--- src/rtl/fsync_pkg.sv ---
`timescale 1ns/1ps
package fsync_pkg;

  typedef enum logic [1:0] {
    ST_HUNT = 2'd0,
    ST_ACQ  = 2'd1,
    ST_LOCK = 2'd2
  } huntState_t;

  // strobes from control to datapath
  typedef struct packed {
    logic phaseLoad;
    logic phaseAdv;
    logic hitInc;
    logic hitClr;
    logic missInc;
    logic missClr;
  } fsStrobe_t;

  // conditions reported by datapath to control
  typedef struct packed {
    logic headEv;
    logic atSlot;
    logic isMarker;
    logic isFill;
    logic hitDone;
    logic missDone;
  } fsFlags_t;

endpackage

--- src/rtl/fs_datapath.sv ---
`timescale 1ns/1ps
module fs_datapath
  import fsync_pkg::*;
#(
  parameter int          GROUP_PKTS = 8,
  parameter int          THR_W      = 4,
  parameter logic [7:0]  MARK_BYTE  = 8'hB8,
  parameter logic [7:0]  FILL_BYTE  = 8'h47
) (
  input  logic             clk,
  input  logic             rst,
  input  logic [7:0]       byteIn,
  input  logic             byteValid,
  input  logic             pktStart,
  input  logic [THR_W-1:0] acqThresh,
  input  logic [THR_W-1:0] trkThresh,
  input  fsStrobe_t        strb,
  output fsFlags_t         flg,
  output logic [THR_W-1:0] missCnt
);

  localparam int               IDX_W    = (GROUP_PKTS > 1) ? $clog2(GROUP_PKTS) : 1;
  localparam logic [IDX_W-1:0] LAST_IDX = IDX_W'(GROUP_PKTS - 1);
  localparam logic [THR_W:0]   ONE_X    = (THR_W+1)'(1);

  logic [IDX_W-1:0] pktIdx;
  logic [THR_W-1:0] hitCnt;
  logic [THR_W-1:0] acqEff, trkEff;

  // a zero threshold behaves like one
  assign acqEff = (acqThresh == '0) ? THR_W'(1) : acqThresh;
  assign trkEff = (trkThresh == '0) ? THR_W'(1) : trkThresh;

  always_comb begin
    flg.headEv   = byteValid && pktStart;
    flg.atSlot   = (pktIdx == LAST_IDX);
    flg.isMarker = (byteIn == MARK_BYTE);
    flg.isFill   = (byteIn == FILL_BYTE);
    flg.hitDone  = ({1'b0, hitCnt} + ONE_X) >= {1'b0, acqEff};
    flg.missDone = ({1'b0, missCnt} + ONE_X) >= {1'b0, trkEff};
  end

  // packet position inside the superframe
  always_ff @(posedge clk) begin
    if (rst) begin
      pktIdx <= '0;
    end else if (strb.phaseLoad) begin
      pktIdx <= '0;
    end else if (strb.phaseAdv) begin
      pktIdx <= (pktIdx == LAST_IDX) ? '0 : pktIdx + IDX_W'(1);
    end
  end

  // consecutive marker and miss counters, saturating
  always_ff @(posedge clk) begin
    if (rst) begin
      hitCnt  <= '0;
      missCnt <= '0;
    end else begin
      if (strb.hitClr)                     hitCnt <= '0;
      else if (strb.hitInc && hitCnt != '1) hitCnt <= hitCnt + THR_W'(1);
      if (strb.missClr)                      missCnt <= '0;
      else if (strb.missInc && missCnt != '1) missCnt <= missCnt + THR_W'(1);
    end
  end


  idx_hold_chk: assert property (@(posedge clk) disable iff (rst)
    !flg.headEv |=> $stable(pktIdx));


  phase_load_chk: assert property (@(posedge clk) disable iff (rst)
    strb.phaseLoad |-> (flg.headEv && flg.isMarker));

endmodule

--- src/rtl/fs_control.sv ---
`timescale 1ns/1ps
module fs_control
  import fsync_pkg::*;
(
  input  logic      clk,
  input  logic      rst,
  input  fsFlags_t  flg,
  output fsStrobe_t strb,
  output logic      lockQ
);

  huntState_t state, nxt;
  logic       goodHead;

  assign goodHead = flg.atSlot ? flg.isMarker : flg.isFill;

  always_comb begin
    strb = '0;
    nxt  = state;
    case (state)
      ST_HUNT: begin
        if (flg.headEv && flg.isMarker) begin
          strb.phaseLoad = 1'b1;
          strb.hitInc    = 1'b1;
          nxt            = flg.hitDone ? ST_LOCK : ST_ACQ;
        end
      end
      ST_ACQ: begin
        if (flg.headEv) begin
          strb.phaseAdv = 1'b1;
          if (flg.atSlot) begin
            if (flg.isMarker) begin
              strb.hitInc = 1'b1;
              if (flg.hitDone) nxt = ST_LOCK;
            end else begin
              strb.hitClr = 1'b1;
              nxt         = ST_HUNT;
            end
          end else if (!flg.isFill) begin
            strb.hitClr = 1'b1;
            nxt         = ST_HUNT;
          end
        end
      end
      ST_LOCK: begin
        if (flg.headEv) begin
          strb.phaseAdv = 1'b1;
          if (goodHead) begin
            strb.missClr = 1'b1;
          end else if (flg.missDone) begin
            strb.missClr = 1'b1;
            strb.hitClr  = 1'b1;
            nxt          = ST_HUNT;
          end else begin
            strb.missInc = 1'b1;
          end
        end
      end
      default: begin
        strb.hitClr  = 1'b1;
        strb.missClr = 1'b1;
        nxt          = ST_HUNT;
      end
    endcase
  end

  always_ff @(posedge clk) begin
    if (rst) begin
      state <= ST_HUNT;
      lockQ <= 1'b0;
    end else begin
      state <= nxt;
      lockQ <= (nxt == ST_LOCK);
    end
  end


  lock_entry_chk: assert property (@(posedge clk) disable iff (rst)
    $rose(lockQ) |-> $past(flg.headEv && flg.isMarker));


  lock_exit_chk: assert property (@(posedge clk) disable iff (rst)
    ($fell(lockQ) && !$past(rst)) |->
      $past(flg.headEv && !(flg.atSlot ? flg.isMarker : flg.isFill)));

endmodule

--- src/rtl/fsync_tracker.sv ---
`timescale 1ns/1ps
module fsync_tracker
  import fsync_pkg::*;
#(
  parameter int THR_W = 4
) (
  input  logic             clk,
  input  logic             rst,
  input  logic [7:0]       byteIn,
  input  logic             byteValid,
  input  logic             pktStart,
  input  logic [THR_W-1:0] acqThresh,
  input  logic [THR_W-1:0] trkThresh,
  input  logic             fsyncSel,
  input  logic             upSync,
  output logic             fsyncOut,
  output logic             frameLocked
);

  fsStrobe_t        strb;
  fsFlags_t         flg;
  logic [THR_W-1:0] missCnt;
  logic             lockQ;

  fs_datapath #(
    .GROUP_PKTS (8),
    .THR_W      (THR_W),
    .MARK_BYTE  (8'hB8),
    .FILL_BYTE  (8'h47)
  ) u_dp (
    .clk       (clk),
    .rst       (rst),
    .byteIn    (byteIn),
    .byteValid (byteValid),
    .pktStart  (pktStart),
    .acqThresh (acqThresh),
    .trkThresh (trkThresh),
    .strb      (strb),
    .flg       (flg),
    .missCnt   (missCnt)
  );

  fs_control u_ctl (
    .clk   (clk),
    .rst   (rst),
    .flg   (flg),
    .strb  (strb),
    .lockQ (lockQ)
  );

  assign frameLocked = lockQ;
  assign fsyncOut    = fsyncSel ? upSync : lockQ;


  unlocked_miss_chk: assert property (@(posedge clk) disable iff (rst)
    !frameLocked |-> (missCnt == '0));

endmodule

--- config.mk ---
export PLATFORM = sky130hd
export DESIGN_NAME = fsync_tracker
export DESIGN_NICKNAME = d
export VERILOG_FILES = /design/src/rtl/fsync_pkg.sv /design/src/rtl/fs_datapath.sv /design/src/rtl/fs_control.sv /design/src/rtl/fsync_tracker.sv
export SDC_FILE = /design/constraint.sdc
export NUM_CORES = 1
export LEC_CHECK = 0
export BUFFER_PORTS_ARGS = -buffer_cell sky130_fd_sc_hd__buf_4
export CORE_MARGIN = 2
export CORE_UTILIZATION = 48
export CTS_CLUSTER_SIZE = 10
export DETAILED_ROUTE_END_ITERATION = 7
export GPL_TIMING_DRIVEN = 1
export HOLD_SLACK_MARGIN = 0.05
export PLACE_DENSITY_LB_ADDON = 0.25
export SYNTH_ARGS = -nofsm -noshare
export SYNTH_HDL_FRONTEND = slang
export SYNTH_SLANG_ARGS = --single-unit
--- constraint.sdc ---
create_clock -name clk -period 1.95 [get_ports clk]
set_input_delay 0 -clock clk [delete_from_list [all_inputs] [get_ports clk]]
set_output_delay 0 -clock clk [all_outputs]
set_load 0.05 [all_outputs]
==> flow_summary.json, run 1 <==
{
  "synth_top_area_share_pct": 26.1,
  "path_cells": "ha_4 -> xor2_2 -> ha_2 -> a211oi_2 -> o21ai_2 -> buf_4 -> nor3_2 -> buf_4 -> nand3b_1 -> a21oi_2",
  "grt_pass1_wl_mm": 4.22,
  "io-pin-count": 24,
  "fillers": 174,
  "vias_per_cell": 5.80,
  "rows": 17,
  "core_sq_um": 2170,
  "cts_root_buffer": "clkbuf_4",
  "clk_latency_ps": 290,
  "max_slew_margin_pct": 70.6,
  "drt_pass1_iterations": 4,
  "cts_buffer_depth": 2,
  "dpl_worst_slack_ps": -13.8,
  "route.detailed.drc": 0,
  "place.port_buffers": 23,
  "numCtsBuffers": 3,
  "dieArea_sq_um": 2630,
  "clock_sinks": 14,
  "worstPathArrival_ps": 2240,
  "worst_pin_slew_ps": 439,
  "violations": "setup timing",
  "initial_core_util_pct": 49.4,
  "syn_area_per_cell_sq_um": 8.65,
  "synth-seq-cells": 14,
  "ys_types": 39,
  "drt-total-wl_mm": 2.83,
  "antenna_found_initial": 0,
  "p_leak_nw": 0.689,
  "place_area_sq_um": 1370,
  "cts_tree": "yes",
  "grt_pass1_vias": 1041,
  "fin_skew_ps": 8.08,
  "power.density_nw_per_um2": 364,
  "status": "finished with violations",
  "synthTopCellsByArea": "dfxtp_1 26%, ha_1 19%, nor2_1 4.6%",
  "async_flop_share_pct": 0,
  "hp-class": "input pin to flop",
  "rsz0062_at_grt": "yes",
  "cap_violations": 0,
  "finalHoldViolations": 0,
  "layout-drive-gt1-share_pct": 45.7,
  "path_max_fanout": 4,
  "final_antenna_net_count": 0,
  "cp_common_cell": "buf_4",
  "max_stage_delay_ps": 380,
  "cp-end-kind": "flop",
  "die_h_microns": 51.3,
  "crit_type": "flop to flop",
  "postSynthCellCount": 124,
  "fin_cells": 192,
  "timing.fmax_mhz": 495,
  "dp.cells": 184,
  "finalSetupViolations": 3,
  "irDropWorstVdd_uv": 298,
  "track_usage_pct": 21.1,
  "synthFlopType": "dfxtp_1",
  "h-tree-depth": 1,
  "via_count": 1113,
  "place_hpwl_mm": 1.99,
  "cpMaxStageDelayCell": "dfxtp_4",
  "syn_to_final_growth_pct": 44.9,
  "antenna_cells": 0,
  "fin_setup_tns_ps": -120,
  "yosys_warnings": 0,
  "place.gp.congestion": 0.869,
  "fin_area_sq_um": 1550,
  "avgRoutedWirePerCell_microns": 14.8,
  "syn_area_sq_um": 1070,
  "finalNetCount": 203,
  "fin_ws_ps": -68.8,
  "seq_area_frac_synth_pct": 26.1,
  "required_ps": 2170,
  "yosysTopAreaCell": "dfxtp_1",
  "synth_edf_count": 0,
  "utilization_pct": 71.6,
  "grt_max_degree": 9,
  "start_kind": "flop",
  "fin_crit_ps": 2020,
  "drt_iter0_markers": 46,
  "reg2regPathDepth": 10,
  "slew_violations": 0,
  "post-route-period-util_pct": 104,
  "clkSlewWorstSetupHoldPaths_ps": 100,
  "grt-ovfl-total": 0,
  "hold_depth": 4,
  "synth_nets": 162,
  "die_w_microns": 51.3
}
==> timing repair <==
item	4_1_cts	5_1_grt
hold buffers	1	0
resized for setup	4	25
setup buffers	1	3
pin swaps	1	12
endpoints found under the setup margin	6	11
endpoints found under the hold margin	4	0
==> power breakdown <==
group / internal, mW / leakage, nW / switching (mW)
sequential: 0.283 / 0.116 / 0.000100
clock: 0.0796 / 0.0150 / 0.109
combinational: 0.0525 / 0.559 / 0.0411
total: 0.415 / 0.689 / 0.150
==> cells in the mapped netlist (3+ instances only) <==
library cell	n
xor2_1	3
a211oi_1	5
xnor2_1	3
nor2_1	13
o211ai_1	3
o21ai_0	5
dfxtp_1	14
ha_1	16
nand3_1	8
inv_1	8
nand2_1	3
nor3_1	6
a21oi_1	4
mux2i_1	3
==> final timing paths <==
path                                       from              end  slack (ps)
worst max-delay path            u_dp.missCnt[0]  u_dp.missCnt[2]         -70
worst min-delay path                  byteValid  u_dp.missCnt[0]         210
worst max register to register  u_dp.missCnt[0]  u_dp.missCnt[2]         -70
worst min register to register   u_dp.pktIdx[1]   u_dp.pktIdx[1]         540
==> metal layers <==
layer	GRT usage, %	wire [microns]	up-vias
li1	-	-	541
met3	3.51	146	10
met5	0	0	-
met4	7.89	73	0
met2	38.3	1430	32
met1	24.6	1190	530
==> placed cells by master, fill, tap and decap left out, types with 3 or more instances in the layout <==
cell type,count
nor2_1,12
mux2i_1,3
o21ai_2,4
nor3_1,5
dfxtp_1,9
nand2_1,3
a211oi_1,3
buf_4,36
clkbuf_4,3
inv_1,8
dfxtp_2,3
nand3_1,7
o211ai_1,3
ha_1,12
==> kinds of logic (layout without fill, tap and decap cells) <==
group | after synthesis | after routing | synth area share [%]
AOI/OAI and AO/OA | 31 | 31 | 20.3
adders and majority gates | 16 | 16 | 18.7
DFF | 14 | 14 | 26.1
muxes | 4 | 4 | 3.85
and+or+nand+nor | 44 | 44 | 22.9
xor gates and xnor gates | 6 | 6 | 4.90
buffers and inverters | 9 | 49 | 3.27
==> metrics by stage <==
stage	total power, mW	hold WS, ps
after floorplan	0.324	72.8
after global placement	0.367	211
after detailed placement	0.370	213
after CTS	0.552	204
after global routing	0.587	253
final	0.565	210
==> critical path, delay by kind of cell (launching register included) <==
kind	cells	cell delay, ps
AO/OA/AOI/OAI	3	490
flip-flops	1	380
adder cells (fa/ha/maj)	2	380
buffers and inverters	2	300
AND/OR/NAND/NOR	2	250
XOR/XNOR	1	150
==> state kept, by name, summed over array words and instances, names as in the netlist <==
register / flops
u_dp.hitCnt: 4
u_dp.missCnt: 4
u_dp.pktIdx: 3
u_ctl.state: 2
u_ctl.lockQ: 1
==> final cells by class <==
cell class / instances / area, sq um / share of cell area (%)
Tap cell: 28 / 35.0 / 2.25
Sequential cell: 14 / 292 / 18.8
Clock buffer: 4 / 26.3 / 1.69
Inverter: 8 / 30.0 / 1.93
Timing Repair Buffer: 37 / 280 / 18.0
Multi-Input combinational cell: 101 / 891 / 57.3
Note: power is estimated with default switching activity, not from simulation.
==> run 2, diff against run 1 <==
--- a/config.mk
+++ b/config.mk
@@ -10,7 +10,7 @@
 export CORE_UTILIZATION = 48
 export CTS_CLUSTER_SIZE = 10
 export DETAILED_ROUTE_END_ITERATION = 7
-export GPL_TIMING_DRIVEN = 1
+export GPL_TIMING_DRIVEN = 0
 export HOLD_SLACK_MARGIN = 0.05
 export PLACE_DENSITY_LB_ADDON = 0.25
 export SYNTH_ARGS = -nofsm -noshare
==> run 2 against run 1 <==
  * The run still ends with setup timing left
  * Total power decreased by 3.3%
  * Setup slack improved by 21 ps
  * Clock skew decreased by 5.4 ps
  * Via count decreased by 5.5%
  * Register-to-register slack improved by 20 ps
  * Highest routed layer unchanged
==> flow_summary.json, run 2 (synthesized netlist as in run 1, its figures left out) <==
{
  "status": "finished with violations",
  "violations": "setup timing",
  "dieArea_sq_um": 2630,
  "track_usage_pct": 20.1,
  "dp.cells": 175,
  "final_cell_mix": "27 x buf_4, 13 x nor2_1, 12 x ha_1",
  "vias_per_cell": 5.72,
  "cpMaxStageDelayCell": "or3b_1",
  "worst_pin_slew_ps": 453,
  "timing.rr.start": "u_dp.missCnt[0]",
  "crit_type": "flop to flop",
  "fin_cells": 184,
  "crit_end": "u_ctl.lockQ",
  "clkSlewWorstSetupHoldPaths_ps": 80,
  "power.density_nw_per_um2": 373,
  "drt_iter0_markers": 19,
  "cts_root_buffer": "clkbuf_4",
  "grt_pass1_wl_mm": 4.06,
  "fin_crit_ps": 2000,
  "antenna_cells": 0,
  "die_w_microns": 51.3,
  "finalHoldViolations": 0,
  "numCtsBuffers": 3,
  "required_ps": 2190,
  "cap_violations": 0,
  "final_common_cell": "buf_4",
  "r2r_end": "u_ctl.lockQ",
  "finalSetupViolations": 2,
  "fin_ws_ps": -47.3,
  "p_leak_nw": 0.637,
  "rrSetupSlack_ps": -50,
  "clock_sinks": 14,
  "start_kind": "flop",
  "hp-class": "input pin to flop",
  "grt_pass1_vias": 961,
  "cp-end-kind": "flop",
  "place.port_buffers": 23,
  "reg2regPathDepth": 8,
  "syn_to_final_growth_pct": 36.8,
  "path_depth": 8,
  "fin_skew_ps": 2.68,
  "timing.fmax_mhz": 501,
  "h-tree-depth": 1,
  "via_count": 1052,
  "io-pin-count": 24,
  "path_delay_family": "simple AND/OR/NAND/NOR gates",
  "path_max_fanout": 4,
  "die_h_microns": 51.3,
  "top_regs": "u_dp.hitCnt x4, u_dp.missCnt x4, u_dp.pktIdx x3",
  "irDropWorstVdd_uv": 449,
  "post-route-period-util_pct": 102,
  "drt_pass1_iterations": 4,
  "avgRoutedWirePerCell_microns": 13.6,
  "finalNetCount": 195,
  "path_cells": "ha_4 -> xor2_1 -> ha_1 -> o21ai_2 -> o21ai_2 -> or3b_1 -> a32oi_2 -> and2_1",
  "clk_latency_ps": 280,
  "initial_core_util_pct": 49.4,
  "worstSetupStartpoint": "u_dp.missCnt[0]",
  "place.gp.congestion": 0.844,
  "layout-drive-gt1-share_pct": 37.8,
  "cts_buffer_depth": 2,
  "max_slew_margin_pct": 69.7,
  "drt-total-wl_mm": 2.50,
  "slew_violations": 0,
  "critPathBufInv": 0,
  "core_sq_um": 2170,
  "cts_tree": "yes",
  "final_antenna_net_count": 0,
  "max_stage_delay_ps": 380,
  "place_hpwl_mm": 1.86,
  "hold_depth": 4,
  "grt-ovfl-total": 0,
  "cp_common_cell": "o21ai_2",
  "rsz0062_at_grt": "yes",
  "grt_max_degree": 9,
  "route.detailed.drc": 0,
  "antenna_found_initial": 0,
  "dpl_worst_slack_ps": -198,
  "rows": 17,
  "worstPathArrival_ps": 2230
}
## run 2: cell types whose count changed in the layout (fill, tap and decap cells not counted), sizes merged
cell / change
buf: -8
## run 2: power by group
part	internal, mW	switching [mW]	total [mW]
Clock	0.0795	0.0967	0.176
Combinational	0.0496	0.0381	0.0876
Sequential	0.283	0.000121	0.283
Total	0.412	0.135	0.547
## run 2: per-stage QoR
step | instance area (sq um) | utilization, % | hold slack [ps] | TNS (ps) | power (mW)
3_5_place_dp | 1300 | 59.8 | 215 | -1210 | 0.367
4_1_cts | 1400 | 64.5 | 210 | -29.1 | 0.549
6_report | 1470 | 67.6 | 220 | -70.7 | 0.547
3_3_place_gp | 1300 | 59.8 | 208 | -779 | 0.364
2_1_floorplan | 1090 | - | 72.8 | 0 | 0.324
5_1_grt | 1470 | 67.6 | 242 | -514 | 0.573
## run 2: layer usage
metal | share of wire [%] | global-route usage [%] | vias to the layer above
li1 | - | - | 530
met1 | 42 | 22.0 | 497
met2 | 53 | 38.1 | 21
met3 | 3.6 | 6.14 | 4
met4 | 0.84 | 3.95 | 0
met5 | 0 | 0 | -
## run 2: layout make-up
type / instances / area (sq um)
buffer: 1 / 5.00
tap: 28 / 35.0
timing repair buffer: 28 / 213
clock buffer: 4 / 26.3
inverter: 8 / 30.0
sequential: 14 / 290
multi-input combinational: 101 / 867
fill: 178 / 703
## run 2: how the worst min path moves through the flow
stage                       to  slack, ps      start
2_1_floorplan   u_dp.pktIdx[0]         70        rst
3_3_place_gp    u_dp.pktIdx[0]        210        rst
3_5_place_dp    u_dp.pktIdx[0]        210        rst
4_1_cts        u_dp.missCnt[0]        210  byteValid
5_1_grt        u_dp.missCnt[0]        240  byteValid
6_report       u_dp.missCnt[0]        220  byteValid
## run 2: repair_timing
item,in CTS,in global routing
pin swaps,6,7
cloned,0,0
endpoints found under the setup margin,10,10
hold buffers,1,0
hold endpoints to repair,4,0
gates resized for setup,13,9
setup buffers,3,1
## run 2: tightest hold or removal path: stages
cell     delay (ps)
buf_4           110
nand3_1         180
mux2i_1         110
nor2_1           70
==> run 3, diff against run 2 <==
--- a/config.mk
+++ b/config.mk
@@ -7,7 +7,7 @@
 export LEC_CHECK = 0
 export BUFFER_PORTS_ARGS = -buffer_cell sky130_fd_sc_hd__buf_4
 export CORE_MARGIN = 2
-export CORE_UTILIZATION = 48
+export CORE_UTILIZATION = 31
 export CTS_CLUSTER_SIZE = 10
 export DETAILED_ROUTE_END_ITERATION = 7
 export GPL_TIMING_DRIVEN = 0
==> run 3 against run 2 <==
  * The run still ends with setup timing left
  * Clock power grew 24%
  * Register-to-register slack got worse by 30 ps
  * Fmax fell by 1.6%
  * Die area increased by 50%
  * Highest routed layer unchanged
==> flow_summary.json, run 3 (synthesized netlist as in run 1, its figures left out) <==
{
  "status": "finished with violations",
  "violations": "setup timing",
  "start_kind": "flop",
  "route.detailed.drc": 0,
  "hp-class": "input pin to flop",
  "antenna_cells": 0,
  "die_w_microns": 62.8,
  "irDropWorstVdd_uv": 246,
  "avgRoutedWirePerCell_microns": 12.4,
  "numCtsBuffers": 3,
  "finalSetupViolations": 6,
  "cap_violations": 0,
  "final_cell_mix": "27 x buf_4, 13 x nor2_1, 12 x ha_1",
  "grt_pass1_wl_mm": 4.26,
  "max_slew_margin_pct": 73.0,
  "drt_iter0_markers": 42,
  "finalHoldViolations": 0,
  "fin_area_sq_um": 1490,
  "top_regs": "u_dp.hitCnt x4, u_dp.missCnt x4, u_dp.pktIdx x3",
  "cts_tree": "yes",
  "final_antenna_net_count": 0,
  "required_ps": 2190,
  "dieArea_sq_um": 3950,
  "worstSetupStartpoint": "u_dp.missCnt[0]",
  "place_hpwl_mm": 1.91,
  "grt_pass1_vias": 1009,
  "critPathBufInv": 0,
  "path_delay_family": "simple AND/OR/NAND/NOR gates",
  "h-tree-depth": 1,
  "fin_setup_tns_ps": -297,
  "clock_sinks": 14,
  "clk_latency_ps": 290,
  "r2r_end": "u_ctl.lockQ",
  "core_sq_um": 3340,
  "crit_type": "flop to flop",
  "place.port_buffers": 23,
  "fillers": 331,
  "die_h_microns": 62.8,
  "grt-ovfl-total": 0,
  "power.density_nw_per_um2": 394,
  "multiInputGateArea_sq_um": 857,
  "finalNetCount": 195,
  "final_common_cell": "buf_4",
  "via_count": 1032,
  "p_leak_nw": 0.640,
  "worstPathArrival_ps": 2270,
  "drt-total-wl_mm": 2.50,
  "seqCellArea_sq_um": 295,
  "antenna_found_initial": 0,
  "grt_max_degree": 9,
  "rrSetupSlack_ps": -80,
  "slew_violations": 0,
  "place.gp.congestion": 0.812,
  "hp-start": "byteIn[7]",
  "hold_depth": 5,
  "fin_cells": 202,
  "timing.rr.start": "u_dp.missCnt[0]",
  "dp.cells": 193,
  "place_area_sq_um": 1320,
  "clkSlewWorstSetupHoldPaths_ps": 90,
  "cp-end-kind": "flop",
  "fin_ws_ps": -80.6,
  "fin_skew_ps": 3.43,
  "worst_pin_slew_ps": 400,
  "timing.fmax_mhz": 492,
  "initial_core_util_pct": 32.1,
  "utilization_pct": 44.8,
  "drt_pass1_iterations": 4,
  "min_to": "u_ctl.state[1]",
  "fin_crit_ps": 2030,
  "max_stage_delay_ps": 400,
  "track_usage_pct": 13.3,
  "reg2regPathDepth": 8,
  "io-pin-count": 24,
  "rsz0062_at_grt": "yes",
  "vias_per_cell": 5.11,
  "rows": 21,
  "path_max_fanout": 4,
  "cpMaxStageDelayCell": "or3b_4",
  "cts_root_buffer": "clkbuf_4",
  "cts_buffer_depth": 2,
  "path_cells": "ha_4 -> xor2_2 -> ha_4 -> o21ai_2 -> o21ai_2 -> or3b_4 -> a32oi_2 -> and2_1",
  "layout-drive-gt1-share_pct": 40.4,
  "syn_to_final_growth_pct": 39.3,
  "post-route-period-util_pct": 104
}
-- run 3: cell type report --
cell class / count / share of cell area, %
Multi-Input combinational cell: 101 / 57.4
Timing Repair Buffer: 28 / 14.2
Clock buffer: 4 / 2.43
Buffer: 1 / 0.335
Inverter: 8 / 2.01
Sequential cell: 14 / 19.8
Tap cell: 46 / 3.85
-- run 3: where the power goes --
group	switching, mW	internal [mW]
combinational	0.0383	0.0502
clock	0.104	0.114
sequential	0.000124	0.282
-- run 3: per-stage QoR --
step	setup WS, ps	hold WS [ps]	total power, mW
6_report	-80.6	244	0.588
5_1_grt	-155	291	0.613
4_1_cts	-101	207	0.584
3_5_place_dp	-214	220	0.367
3_3_place_gp	-207	222	0.365
2_1_floorplan	2.17	72.8	0.324
-- run 3: routing by layer --
layer / global-route usage, % / vias up / share of wire [%]
met5: 0 / - / 0
met4: 5.83 / 0 / 1.6
met3: 3.24 / 6 / 4.2
met2: 22.8 / 26 / 50
met1: 15.5 / 472 / 44
li1: - / 528 / -
-- run 3: timing repair --
action	in CTS	in global routing
endpoints found under the setup margin	10	10
hold buffers	1	0
buffers inserted	0	4
resized for setup	9	17
pin swaps	3	6
hold endpoints to repair	4	0
-- run 3: worst max-delay path by stage --
stage	end	depth (start not counted)
5_1_grt	u_ctl.lockQ	8
2_1_floorplan	u_ctl.lockQ	8
3_5_place_dp	u_ctl.lockQ	8
6_report	u_ctl.lockQ	8
4_1_cts	u_dp.missCnt[2]	8
3_3_place_gp	u_ctl.lockQ	8
-- run 3: worst min-delay path, cell delays in order --
cell,delay [ps]
buf_4,80
or4_4,130
nand2_4,80
nor2_2,90
o211ai_2,100
